`config.mk`:
```
export PLATFORM = sky130hd
export DESIGN_NAME = pwm_edge_channel
export DESIGN_NICKNAME = d
export VERILOG_FILES = /design/src/rtl/pwm_edge_pkg.sv /design/src/rtl/pwm_prescaler.sv /design/src/rtl/pwm_period_cnt.sv /design/src/rtl/pwm_edge_window.sv /design/src/rtl/pwm_edge_channel.sv
export SDC_FILE = /design/constraint.sdc
export NUM_CORES = 1
export LEC_CHECK = 0
export CELL_PAD_IN_SITES_DETAIL_PLACEMENT = 1
export CELL_PAD_IN_SITES_GLOBAL_PLACEMENT = 1
export CORE_MARGIN = 4
export CORE_UTILIZATION = 50
export DETAILED_ROUTE_END_ITERATION = 10
export GPL_TIMING_DRIVEN = 1
export HOLD_SLACK_MARGIN = 0.03
export PLACE_DENSITY = 0.84
export SETUP_SLACK_MARGIN = 0.2
export SYNTH_ARGS = -nofsm -noshare
export SYNTH_HDL_FRONTEND = slang
export SYNTH_HIERARCHICAL = 1
export SYNTH_SLANG_ARGS = --single-unit
```
`constraint.sdc`:
```
create_clock -name clk -period 5.7 [get_ports clk]
set_clock_uncertainty 0.2 [all_clocks]
set_input_delay 1.14 -clock clk [delete_from_list [all_inputs] [get_ports clk]]
set_output_delay 1.14 -clock clk [all_outputs]
set_load 0.05 [all_outputs]
```
`src/rtl/pwm_edge_pkg.sv`:
```
package pwm_edge_pkg;
  localparam int LIN_W = 8;
  localparam int EXP_W = 4;
  localparam int CNT_W = 8;
  localparam int POW_W = (1 << EXP_W) - 1;

  // control word bit positions
  localparam int CB_LIN   = 0;
  localparam int CB_EXP   = 8;
  localparam int CB_PIN   = 12;
  localparam int CB_INV   = 14;
  localparam int CB_RUN   = 16;
  localparam int CB_NOSYN = 17;
  // duty word bit positions
  localparam int DB_RISE  = 0;
  localparam int DB_FALL  = 8;
  localparam int DB_PER   = 24;

  typedef struct packed {
    logic [CNT_W-1:0] per;
    logic [CNT_W-1:0] fall;
    logic [CNT_W-1:0] rise;
    logic [EXP_W-1:0] dexp;
    logic [LIN_W-1:0] dlin;
  } pwm_set_t;
endpackage

```
`src/rtl/pwm_prescaler.sv`:
```
module pwm_prescaler #(
  parameter int LIN_W = 8,
  parameter int EXP_W = 4
) (
  input  logic             clk,
  input  logic             rst,
  input  logic             run,
  input  logic [LIN_W-1:0] div_lin,
  input  logic [EXP_W-1:0] div_exp,
  output logic             tick
);
  localparam int POW_W = (1 << EXP_W) - 1;

  logic [LIN_W-1:0] lin_q;
  logic [POW_W-1:0] pow_q;
  logic [POW_W-1:0] pow_lim;
  logic             lin_end;

  always_comb begin
    pow_lim = '0;
    for (int i = 0; i < POW_W; i++)
      if (i < int'(div_exp)) pow_lim[i] = 1'b1;
  end

  assign lin_end = (lin_q >= div_lin);
  assign tick    = run && lin_end && (pow_q >= pow_lim);

  always_ff @(posedge clk) begin
    if (rst || !run) begin
      lin_q <= '0;
      pow_q <= '0;
    end else begin
      lin_q <= lin_end ? '0 : lin_q + 1'b1;
      if (lin_end) pow_q <= (pow_q >= pow_lim) ? '0 : pow_q + 1'b1;
    end
  end

  // stopped prescaler is cleared
  a_r5_presc_clear: assert property (@(posedge clk) disable iff (rst)
    !run |=> (lin_q == '0 && pow_q == '0));
endmodule

```
`src/rtl/pwm_period_cnt.sv`:
```
module pwm_period_cnt #(
  parameter int CNT_W = 8
) (
  input  logic             clk,
  input  logic             rst,
  input  logic             run,
  input  logic             tick,
  input  logic [CNT_W-1:0] period,
  output logic [CNT_W-1:0] cnt,
  output logic             wrap
);
  assign wrap = tick && (cnt >= period);

  always_ff @(posedge clk) begin
    if (rst || !run)  cnt <= '0;
    else if (wrap)    cnt <= '0;
    else if (tick)    cnt <= cnt + 1'b1;
  end

  // counter only moves on a prescaler tick
  a_r2_hold_no_tick: assert property (@(posedge clk) disable iff (rst)
    (run && !tick) |=> $stable(cnt));
  // counter forced to zero while stopped
  a_r5_cnt_zero: assert property (@(posedge clk) disable iff (rst)
    !run |=> (cnt == '0));
endmodule

```
`src/rtl/pwm_edge_window.sv`:
```
module pwm_edge_window #(
  parameter int CNT_W = 8
) (
  input  logic [CNT_W-1:0] cnt,
  input  logic [CNT_W-1:0] rise,
  input  logic [CNT_W-1:0] fall,
  output logic             active
);
  logic at_or_past_rise;
  logic before_fall;

  assign at_or_past_rise = (cnt >= rise);
  assign before_fall     = (cnt < fall);

  always_comb begin
    if (rise == fall)     active = 1'b1;
    else if (rise < fall) active = at_or_past_rise && before_fall;
    else                  active = at_or_past_rise || before_fall;
  end
endmodule

```
`src/rtl/pwm_edge_channel.sv`:
```
module pwm_edge_channel
  import pwm_edge_pkg::*;
(
  input  logic        clk,
  input  logic        rst,
  input  logic        wr_ctrl,
  input  logic        wr_duty,
  input  logic [31:0] wdata,
  output logic        pwm_o
);
  logic     pin_en, inv, run, nosync;
  pwm_set_t stage_q, act_q;
  logic     tick, wrap, win;
  logic [CNT_W-1:0] cnt;
  logic     load_act;
  logic     unused_bits;

  assign unused_bits = ^{wdata[23:18], wdata[15], wdata[13]};
  assign load_act    = nosync || wrap || !run;

  always_ff @(posedge clk) begin
    if (rst) begin
      pin_en  <= 1'b0;
      inv     <= 1'b0;
      run     <= 1'b0;
      nosync  <= 1'b0;
      stage_q <= '0;
      act_q   <= '0;
    end else begin
      if (load_act) act_q <= stage_q;
      if (wr_ctrl) begin
        stage_q.dlin <= wdata[CB_LIN +: LIN_W];
        stage_q.dexp <= wdata[CB_EXP +: EXP_W];
        pin_en       <= wdata[CB_PIN];
        inv          <= wdata[CB_INV];
        run          <= wdata[CB_RUN];
        nosync       <= wdata[CB_NOSYN];
      end
      if (wr_duty) begin
        stage_q.rise <= wdata[DB_RISE +: CNT_W];
        stage_q.fall <= wdata[DB_FALL +: CNT_W];
        stage_q.per  <= wdata[DB_PER  +: CNT_W];
      end
    end
  end

  pwm_prescaler #(.LIN_W(LIN_W), .EXP_W(EXP_W)) u_presc (
    .clk(clk), .rst(rst), .run(run),
    .div_lin(act_q.dlin), .div_exp(act_q.dexp), .tick(tick)
  );

  pwm_period_cnt #(.CNT_W(CNT_W)) u_cnt (
    .clk(clk), .rst(rst), .run(run), .tick(tick),
    .period(act_q.per), .cnt(cnt), .wrap(wrap)
  );

  pwm_edge_window #(.CNT_W(CNT_W)) u_win (
    .cnt(cnt), .rise(act_q.rise), .fall(act_q.fall), .active(win)
  );

  always_ff @(posedge clk) begin
    if (rst) pwm_o <= 1'b0;
    else     pwm_o <= pin_en & (inv ^ (win & run));
  end

  // pin gate forces low output
  a_r4_pin_low: assert property (@(posedge clk) disable iff (rst)
    !pin_en |=> !pwm_o);
  // with sync on, active set is held between boundaries
  a_r8_hold_shadow: assert property (@(posedge clk) disable iff (rst)
    (run && !nosync && !wrap) |=> $stable(act_q));
  // equal points give a fully active window
  a_r7_full_duty: assert property (@(posedge clk) disable iff (rst)
    (run && pin_en && !inv && act_q.rise == act_q.fall) |=> pwm_o);
  // stopped channel drives the inversion level only
  a_r5_stop_level: assert property (@(posedge clk) disable iff (rst)
    (!run && pin_en) |=> (pwm_o == $past(inv)));
endmodule

```
# Yosys cells after proc, flatten, opt, wreduce, memory -nomap -nowiden
# Index checks and enable logic that the tools add are counted.
# op_classes
add_sub_neg,3
order_cmp,21
n_eq_ne,1
n_mux,18
bitwise,3
n_reduce_logical,11
# ops
op,n
$lt 4x4->1 const A,7
$ge 8x8->1,3
$mux 1,17
$add 8x1->8 const B,2
$lt 3x4->1 const A,4
$lt 8x8->1,2
$add 15x1->15 const B,1
$ge 15x15->1,1
$mux 15,1
$eq 8x8->1,1
$lt 1x4->1 const A,2
$lt 2x4->1 const A,2
$logic_and 1x1->1,4
$logic_or 1x1->1,4
$reduce_or 2->1,2
$and 1x1->1,2
$logic_not 1->1,1
$xor 1x1->1,1
# totals
reg_bits,108
input_bits,36
out_inout_bits,1
word_cells,75

# Longest topological paths before layout
# Gate-level depths: netlist of run 1.
# depth
word_depth,7
ltp_mapped,18
ltp_nobuf,13

# Hierarchy
# Netlist of run 1, hierarchy kept.
# by_module_without_submodules
mod,n_inst,cells_each,area_each_um2,seq_area_each_um2
pwm_edge_channel,1,291,3100.5,1541.5
pwm_prescaler,1,203,1664.1,460.4
pwm_period_cnt,1,63,590.6,160.2
pwm_edge_window,1,73,556.8,0.0

# Worst setup path before layout of run 1
# OpenSTA, ideal clock, no wires.
# synth_path
kind,reg-to-reg
startpoint,reg act_q[9] (netlist bit)
endpoint,reg act_q[10] (netlist bit)
setup_time_ns,0.072
arrival_time_ns,3.247
t_required_ns,5.428
slack_ns,2.181
stages_incl_launch_ff,18
path_buffers,5
synth_period_minus_slack_ns,3.519
path_cell_list,dfxtp_1 clkbuf_1 or2_2 a21oi_1 ha_1 and3_1 a311oi_1 a211o_1 a21oi_2 and2_1 buf_2 o2111a_1 a22o_1 buf_6 nor3b_2 buf_6 buf_12 mux2i_1
# synth_via
elab_chain_cells,7
elab_cells_between_ends,35
classes_between,order compare: 16; mux: 15; reduce/logical: 4
# synth_lines
item,line,text
"start, declared",pwm_edge_channel.sv:12,"pwm_set_t stage_q, act_q;"
"start signal, assigned",pwm_edge_channel.sv:30,if (load_act) act_q <= stage_q;
"$lt 1x4->1, or another cell as far along",pwm_prescaler.sv:22,if (i < int'(div_exp)) pow_lim[i] = 1'b1;
$mux 1,pwm_prescaler.sv:22,
$ge 15x15->1 *,pwm_prescaler.sv:26,assign tick = run && lin_end && (pow_q >= pow_lim);
$logic_and 1x1->1 *,pwm_prescaler.sv:26,
net tick,pwm_edge_channel.sv:13,"logic tick, wrap, win;"
$logic_and 1x1->1 *,pwm_period_cnt.sv:12,assign wrap = tick && (cnt >= period);
net wrap,pwm_edge_channel.sv:13,
$logic_or 1x1->1 * (2 in series),pwm_edge_channel.sv:19,assign load_act = nosync || wrap || !run;
# Mark *: on every way through the listed nets, which the timed path passes. The rest lies on a longest branch.
# A chain may end at the register's enable or synchronous reset.

# Worst setup path in the final report of run 1
# layout_path
startpoint,reg u_presc.lin_q[0]
endpoint,"reg, netlist name act_q[21]"
# layout_via
elab_chain_cells,6
# layout_lines
item,line,text
"start, declared",pwm_prescaler.sv:14,logic [LIN_W-1:0] lin_q;
"start signal, assigned",pwm_prescaler.sv:33,lin_q <= lin_end ? '0 : lin_q + 1'b1;
$ge 8x8->1,pwm_prescaler.sv:25,assign lin_end = (lin_q >= div_lin);
$logic_and 1x1->1 (2 in series),pwm_prescaler.sv:26,
net tick,pwm_edge_channel.sv:13,
$logic_and 1x1->1,pwm_period_cnt.sv:12,
net wrap,pwm_edge_channel.sv:13,
$logic_or 1x1->1 (2 in series),pwm_edge_channel.sv:19,
# The timed path passes the listed nets, and every way through them passes these cells.

==> results.toml, run 1 <==
[timing]
setup_tns_ns = 0
setup_viol = 0
maxSlewViolCount = 0
relSlewSlack_pct = 24.0
fin_hold_ws_ns = 0.255
tightest_slew_ns = 1.14
rsz0062_at_grt = "false"
min_period_ns = 4.88
post-route-period-util_pct = 85.7
hold_violations = 0
max_freq_mhz = 205

[finish]
final_cells = 790
area_delta_synth_final_pct = 10.2
nNetsFinal = 734
antenna_cells = 0
final_layout_size_suffix_gt1_share_pct = 6.03
fin_area_mm2 = 0.00651

[drt]
first_iter_violations = 161
drc = 0
viasPerCell = 5.61
routedWlPerCell_um = 17.2
vias = 4430
drt.antenna.violating_nets = 0
detail_route.first_pass.iterations = 4
drt_wl_total_um = 13600

[cts]
clk_pin_slew_ns = 0.08
cts_tree = "built"
clock-sinks = 108
htreeDepth = 3
post_cts_resized = 0
clk_latency_ns = 0.35
post_cts_buffers = 0
clockBufferDepth = 2
ctsHoldBuffers = 0
root_buffer = "clkbuf_16"
cts_buffers = 9

[synthesis]
netlist_instances = 630
syn_nets = 722
synth_edf_count = 0
yosysWarnings = 6
netlist_area_mm2 = 0.00591
synth-seq-area-share_pct = 36.6
ys_seq_elements = 108
ys_types = 54
ys.flop_type = "dfxtp_1"
async_flop_share_pct = 0
syn_area_per_cell_um2 = 9.38

[die]
start_util_pct = 51.3
fp-row-count = 39
die_w_um = 117
dieArea_mm2 = 0.0136
core_mm2 = 0.0115
ioPinCount = 37
die_h_um = 117

[critical_path]
crit_path_end_kind = "flip-flop"
path_class = "flip-flop to flip-flop"
cp.arrival_ns = 4.96
path_max_fanout = 20
cp.required_ns = 5.78
startpoint_type = "flip-flop"

[placed_design]
place_congestion = 0.790
placed_cells = 774
hpwl_um = 10000
post_dp_cell_area_mm2 = 0.00622
portBuffers = 30

[grt]
grt_pass1_vias = 4843
grt-ovfl-total = 0
grt_usage_pct = 21.4
grt_max_degree = 115
grt_pass1_wl_um = 23200
antenna_found_initial = 0

[run]
drv_cap = 0

[worst_hold_path]
worst_hold_path_type = "flip-flop to flip-flop"

[power]
total_power_mw = 1.63
p_leak_nw = 2.50
power_density_mw_per_mm2 = 250
vdd_drop_max_mv = 0.221

[status]
status = "complete, no violations"
power by group:
group          internal [mW]  switching, mW  total (mW)
registers              0.783         0.0223       0.805
clock network          0.318          0.305       0.624
logic                 0.0915          0.108       0.199
total                   1.19          0.436        1.63
registers in the layout, indices dropped and copies added, names as in the netlist:
name           count
u_presc/lin_q      8
u_cnt/cnt          8
u_presc/pow_q     15
pwm_o              1
inv                1
act_q             36
pin_en             1
run                1
nosync             1
stage_q           36
routing by layer:
| layer | global-route usage, % | up-vias | wire [µm] |
|---|---|---|---|
| met3 | 3.83 | 20 | 328 |
| met4 | 6.65 | 0 | 229 |
| met2 | 38.4 | 61 | 6900 |
| met1 | 26.0 | 2170 | 6160 |
| met5 | 0 | - | 0 |
| li1 | - | 2179 | - |
cells in the mapped netlist, types with 10 or more instances:
master	instances	area share, %
clkbuf_1	13	0.83
nand2_1	21	1.3
a21oi_1	17	1.4
inv_1	36	2.3
nand2b_1	80	8.5
buf_2	10	0.85
xor2_1	14	2.1
mux2i_1	77	13
ha_1	56	12
dfxtp_1	108	37
nand3_1	16	1.4
nand4_1	11	1.2
nor3_1	13	1.1
nor2_1	62	3.9
cell type report:
class                   count  area, µm²
clock buffers              10        239
clock inverters             6       53.8
fillers                  1318       5000
inverters                  36        135
multi-input cells         454       3410
flip-flops and latches    108       2160
well taps                 143        179
repair buffers             33        330
critical path: stages (launching register included):
cell and delay [ns]:
dfxtp_1 0.39, inv_1 0.06, ha_1 0.26, nand2b_1 0.17, a2111oi_2 0.44, o211ai_2 0.33, nand2_2 0.33, a21oi_2 0.19
and2_1 0.33, o2111a_1 0.16, a22o_1 0.42, nor3b_4 0.99, buf_12 0.28, mux2i_1 0.23
stage by stage:
stage               setup slack, ns  utilization (%)
floorplan                      2.18                -
global placement               1.04             54.0
detailed placement            0.819             54.0
CTS                           0.802             56.6
global route                  0.489             56.6
finish                        0.816             56.6
worst paths after layout:
kind | start | slack (ns) | depth (start not counted) | endpoint
max | u_presc/lin_q[0] | 0.82 | 13 | act_q[21]
min | pin_en | 0.26 | 2 | pwm_o
max reg2reg | u_presc/lin_q[0] | 0.82 | 13 | act_q[21]
min reg2reg | pin_en | 0.26 | 2 | pwm_o
logic make-up after synthesis:
group / share of synthesized area (%)
fa+ha+maj: 11.9
buf+inv: 5.80
simple gates: 21.7
mux: 13.0
compound gates: 7.83
flops: 36.6
xor+xnor: 3.26
cells in the final DEF (no fill, tap or decap), drive strengths merged, types with 2 or more instances in the layout:
| cell type | instances |
|---|---|
| a21o | 4 |
| nor3 | 21 |
| nor2 | 62 |
| or2 | 2 |
| o31ai | 5 |
| nand3b | 2 |
| o21ai | 8 |
| dfxtp | 108 |
| nand3 | 16 |
| or4 | 3 |
| nor3b | 2 |
| xor2 | 14 |
| nand4 | 11 |
| a2111oi | 2 |
| clkbuf | 10 |
| xnor2 | 8 |
| and3 | 6 |
| o211ai | 3 |
| clkdlybuf4s50 | 29 |
| nor2b | 3 |
| o21a | 4 |
| inv | 40 |
| a31oi | 2 |
| mux2i | 77 |
| a21oi | 18 |
| nand2b | 80 |
| nand2 | 22 |
| ha | 56 |
| clkinv | 2 |
| a22o | 2 |
| and2 | 3 |
| a211oi | 7 |
| buf | 4 |
Note: power is estimated with default switching activity, not from simulation.
==> run 2, diff against run 1 <==
Settings changed: TNS_END_PERCENT set to 10.
==> results of run 2 <==
No change in the layout: final DEF, timing and power equal those of run 1.
==> run 3, diff against run 2 <==
Settings changed: CORE_UTILIZATION 50 to 54, DONT_BUFFER_PORTS set to 1, PLACE_DENSITY 0.84 to 0.85, SKIP_LAST_GASP set to 1.
==> run 3 against run 2 <==
- die area decreased by 6.9%
- largest cell class unchanged
- critical path depth increased by 1
- largest power group unchanged
- worst setup slack improved by 0.23 ns
- maximum frequency increased by 5.0%
- critical path type unchanged
- routed wire length decreased by 2.7%
==> results.toml, run 3 (synthesis results as in run 1) <==
[placed_design]
post_dp_cell_area_mm2 = 0.00589
hpwl_um = 9600
place_congestion = 0.867
portBuffers = 0

[drt]
first_iter_violations = 203
detail_route.first_pass.iterations = 4
viasPerCell = 5.68
vias = 4263
drt_wl_total_um = 13200
drc = 0
drt.antenna.violating_nets = 0
routedWlPerCell_um = 17.6

[cts]
root_buffer = "clkbuf_8"
post_cts_resized = 0
ctsHoldBuffers = 0
clk_latency_ns = 0.38
cts_tree = "built"
post_cts_buffers = 0
cts_buffers = 9
clock-sinks = 108
clockBufferDepth = 2
clk_pin_slew_ns = 0.10
htreeDepth = 3

[worst_hold_path]
hp-start = "pin_en"
holdPathEnd = "pwm_o"
worstHoldPathCells = 2
worst_hold_path_type = "flip-flop to flip-flop"

[critical_path]
cp_cell_sequence = "nor3_1, nand2b_1, ha_1, nor2b_1, o21ai_0, o211ai_1, a211o_1, a21oi_2, and2_1, o2111a_1, a22o_1, nor3b_4, buf_4, mux2i_1"
rr_endpoint = "act_q[35]"
path_max_fanout = 36
crit_slowest_cell = "a21oi_2"
startpoint_type = "flip-flop"
reg2reg_depth = 14
cp.arrival_ns = 4.69
crit_path_end_kind = "flip-flop"
cpPeakStageDelay_ns = 0.55
cp.required_ns = 5.74
path_class = "flip-flop to flip-flop"
r2r_setup_slack_ns = 1.05
worstReg2RegStart = "act_q[11]"

[timing]
max_freq_mhz = 215
min_period_ns = 4.65
relSlewSlack_pct = 53.1
rsz0062_at_grt = "false"
post-route-period-util_pct = 81.6
tightest_slew_ns = 0.703
setup_tns_ns = 0
maxSlewViolCount = 0
hold_violations = 0
setup_viol = 0

[finish]
nNetsFinal = 702
area_delta_synth_final_pct = 3.30
final_common_cell = "dfxtp_1"
antenna_cells = 0
fin_area_mm2 = 0.00611
layout_common_cells = "108 x dfxtp_1, 80 x nand2b_1, 77 x mux2i_1"
final_layout_size_suffix_gt1_share_pct = 5.69
top_regs = "act_q: 36 flops, stage_q: 36 flops, u_presc/pow_q: 15 flops"

[status]
status = "complete, no violations"

[die]
ioPinCount = 37
core_mm2 = 0.0105
dieArea_mm2 = 0.0127
start_util_pct = 56.3
die_h_um = 113
die_w_um = 113
fp-row-count = 37

[grt]
grt-ovfl-total = 0
grt_pass1_wl_um = 22900
antenna_found_initial = 0
grt_usage_pct = 22.0
grt_max_degree = 116
grt_pass1_vias = 4714

[power]
power_density_mw_per_mm2 = 243
p_leak_nw = 2.34
vdd_drop_max_mv = 0.212

[run]
drv_cap = 0
run 3: worst max-delay path by stage:
stage | endpoint | start | slack, ns | cells after the start
2_1_floorplan | act_q[10] | act_q[9] | 2.18 | 17
3_3_place_gp | act_q[0] | act_q[11] | 1.27 | 14
3_5_place_dp | act_q[35] | act_q[11] | 1.12 | 14
4_1_cts | act_q[35] | act_q[11] | 1.05 | 14
5_1_grt | act_q[35] | act_q[11] | 0.66 | 14
6_report | act_q[35] | act_q[11] | 1.05 | 14
run 3: through the flow:
step / instances / utilization, % / power [mW] / setup slack [ns] / hold WS [ns]
finish: 751 / 58.1 / 1.48 / 1.05 / 0.270
global route: 751 / 58.1 / 1.56 / 0.660 / 0.300
CTS: 751 / 58.1 / 1.49 / 1.05 / 0.272
detailed placement: 735 / 56.0 / 0.976 / 1.12 / 0.253
global placement: 735 / 56.0 / 0.964 / 1.27 / 0.238
floorplan: 630 / - / 0.961 / 2.18 / 0.225
run 3: critical path, delay by kind of cell (launching register included):
kind | cells | cell delay (ns)
and+or+nand+nor | 5 | 0.96
adders and majority gates | 1 | 0.27
muxes | 1 | 0.20
DFF | 1 | 0.47
AOI/OAI and AO/OA | 6 | 2.03
buffers and inverters | 1 | 0.35
run 3: cell type report:
class / instances / area (µm²)
flip-flops and latches: 108 / 2160
clock buffers: 10 / 128
inverters: 36 / 135
repair buffers: 1 / 7.51
clock inverters: 6 / 91.3
fillers: 1196 / 4400
well taps: 136 / 170
multi-input cells: 454 / 3410
run 3: routing by layer:
| metal | part of all wire, % | vias up | global-route usage, % |
|---|---|---|---|
| li1 | - | 2114 | - |
| met1 | 45 | 2072 | 26.9 |
| met2 | 48 | 62 | 37.0 |
| met3 | 5.7 | 15 | 8.25 |
| met4 | 1.1 | 0 | 4.89 |
| met5 | 0 | - | 0 |
run 3: power breakdown:
part	total [mW]	internal [mW]	switching [mW]
sequential	0.806	0.783	0.0229
clock	0.521	0.252	0.269
combinational	0.156	0.0719	0.0841
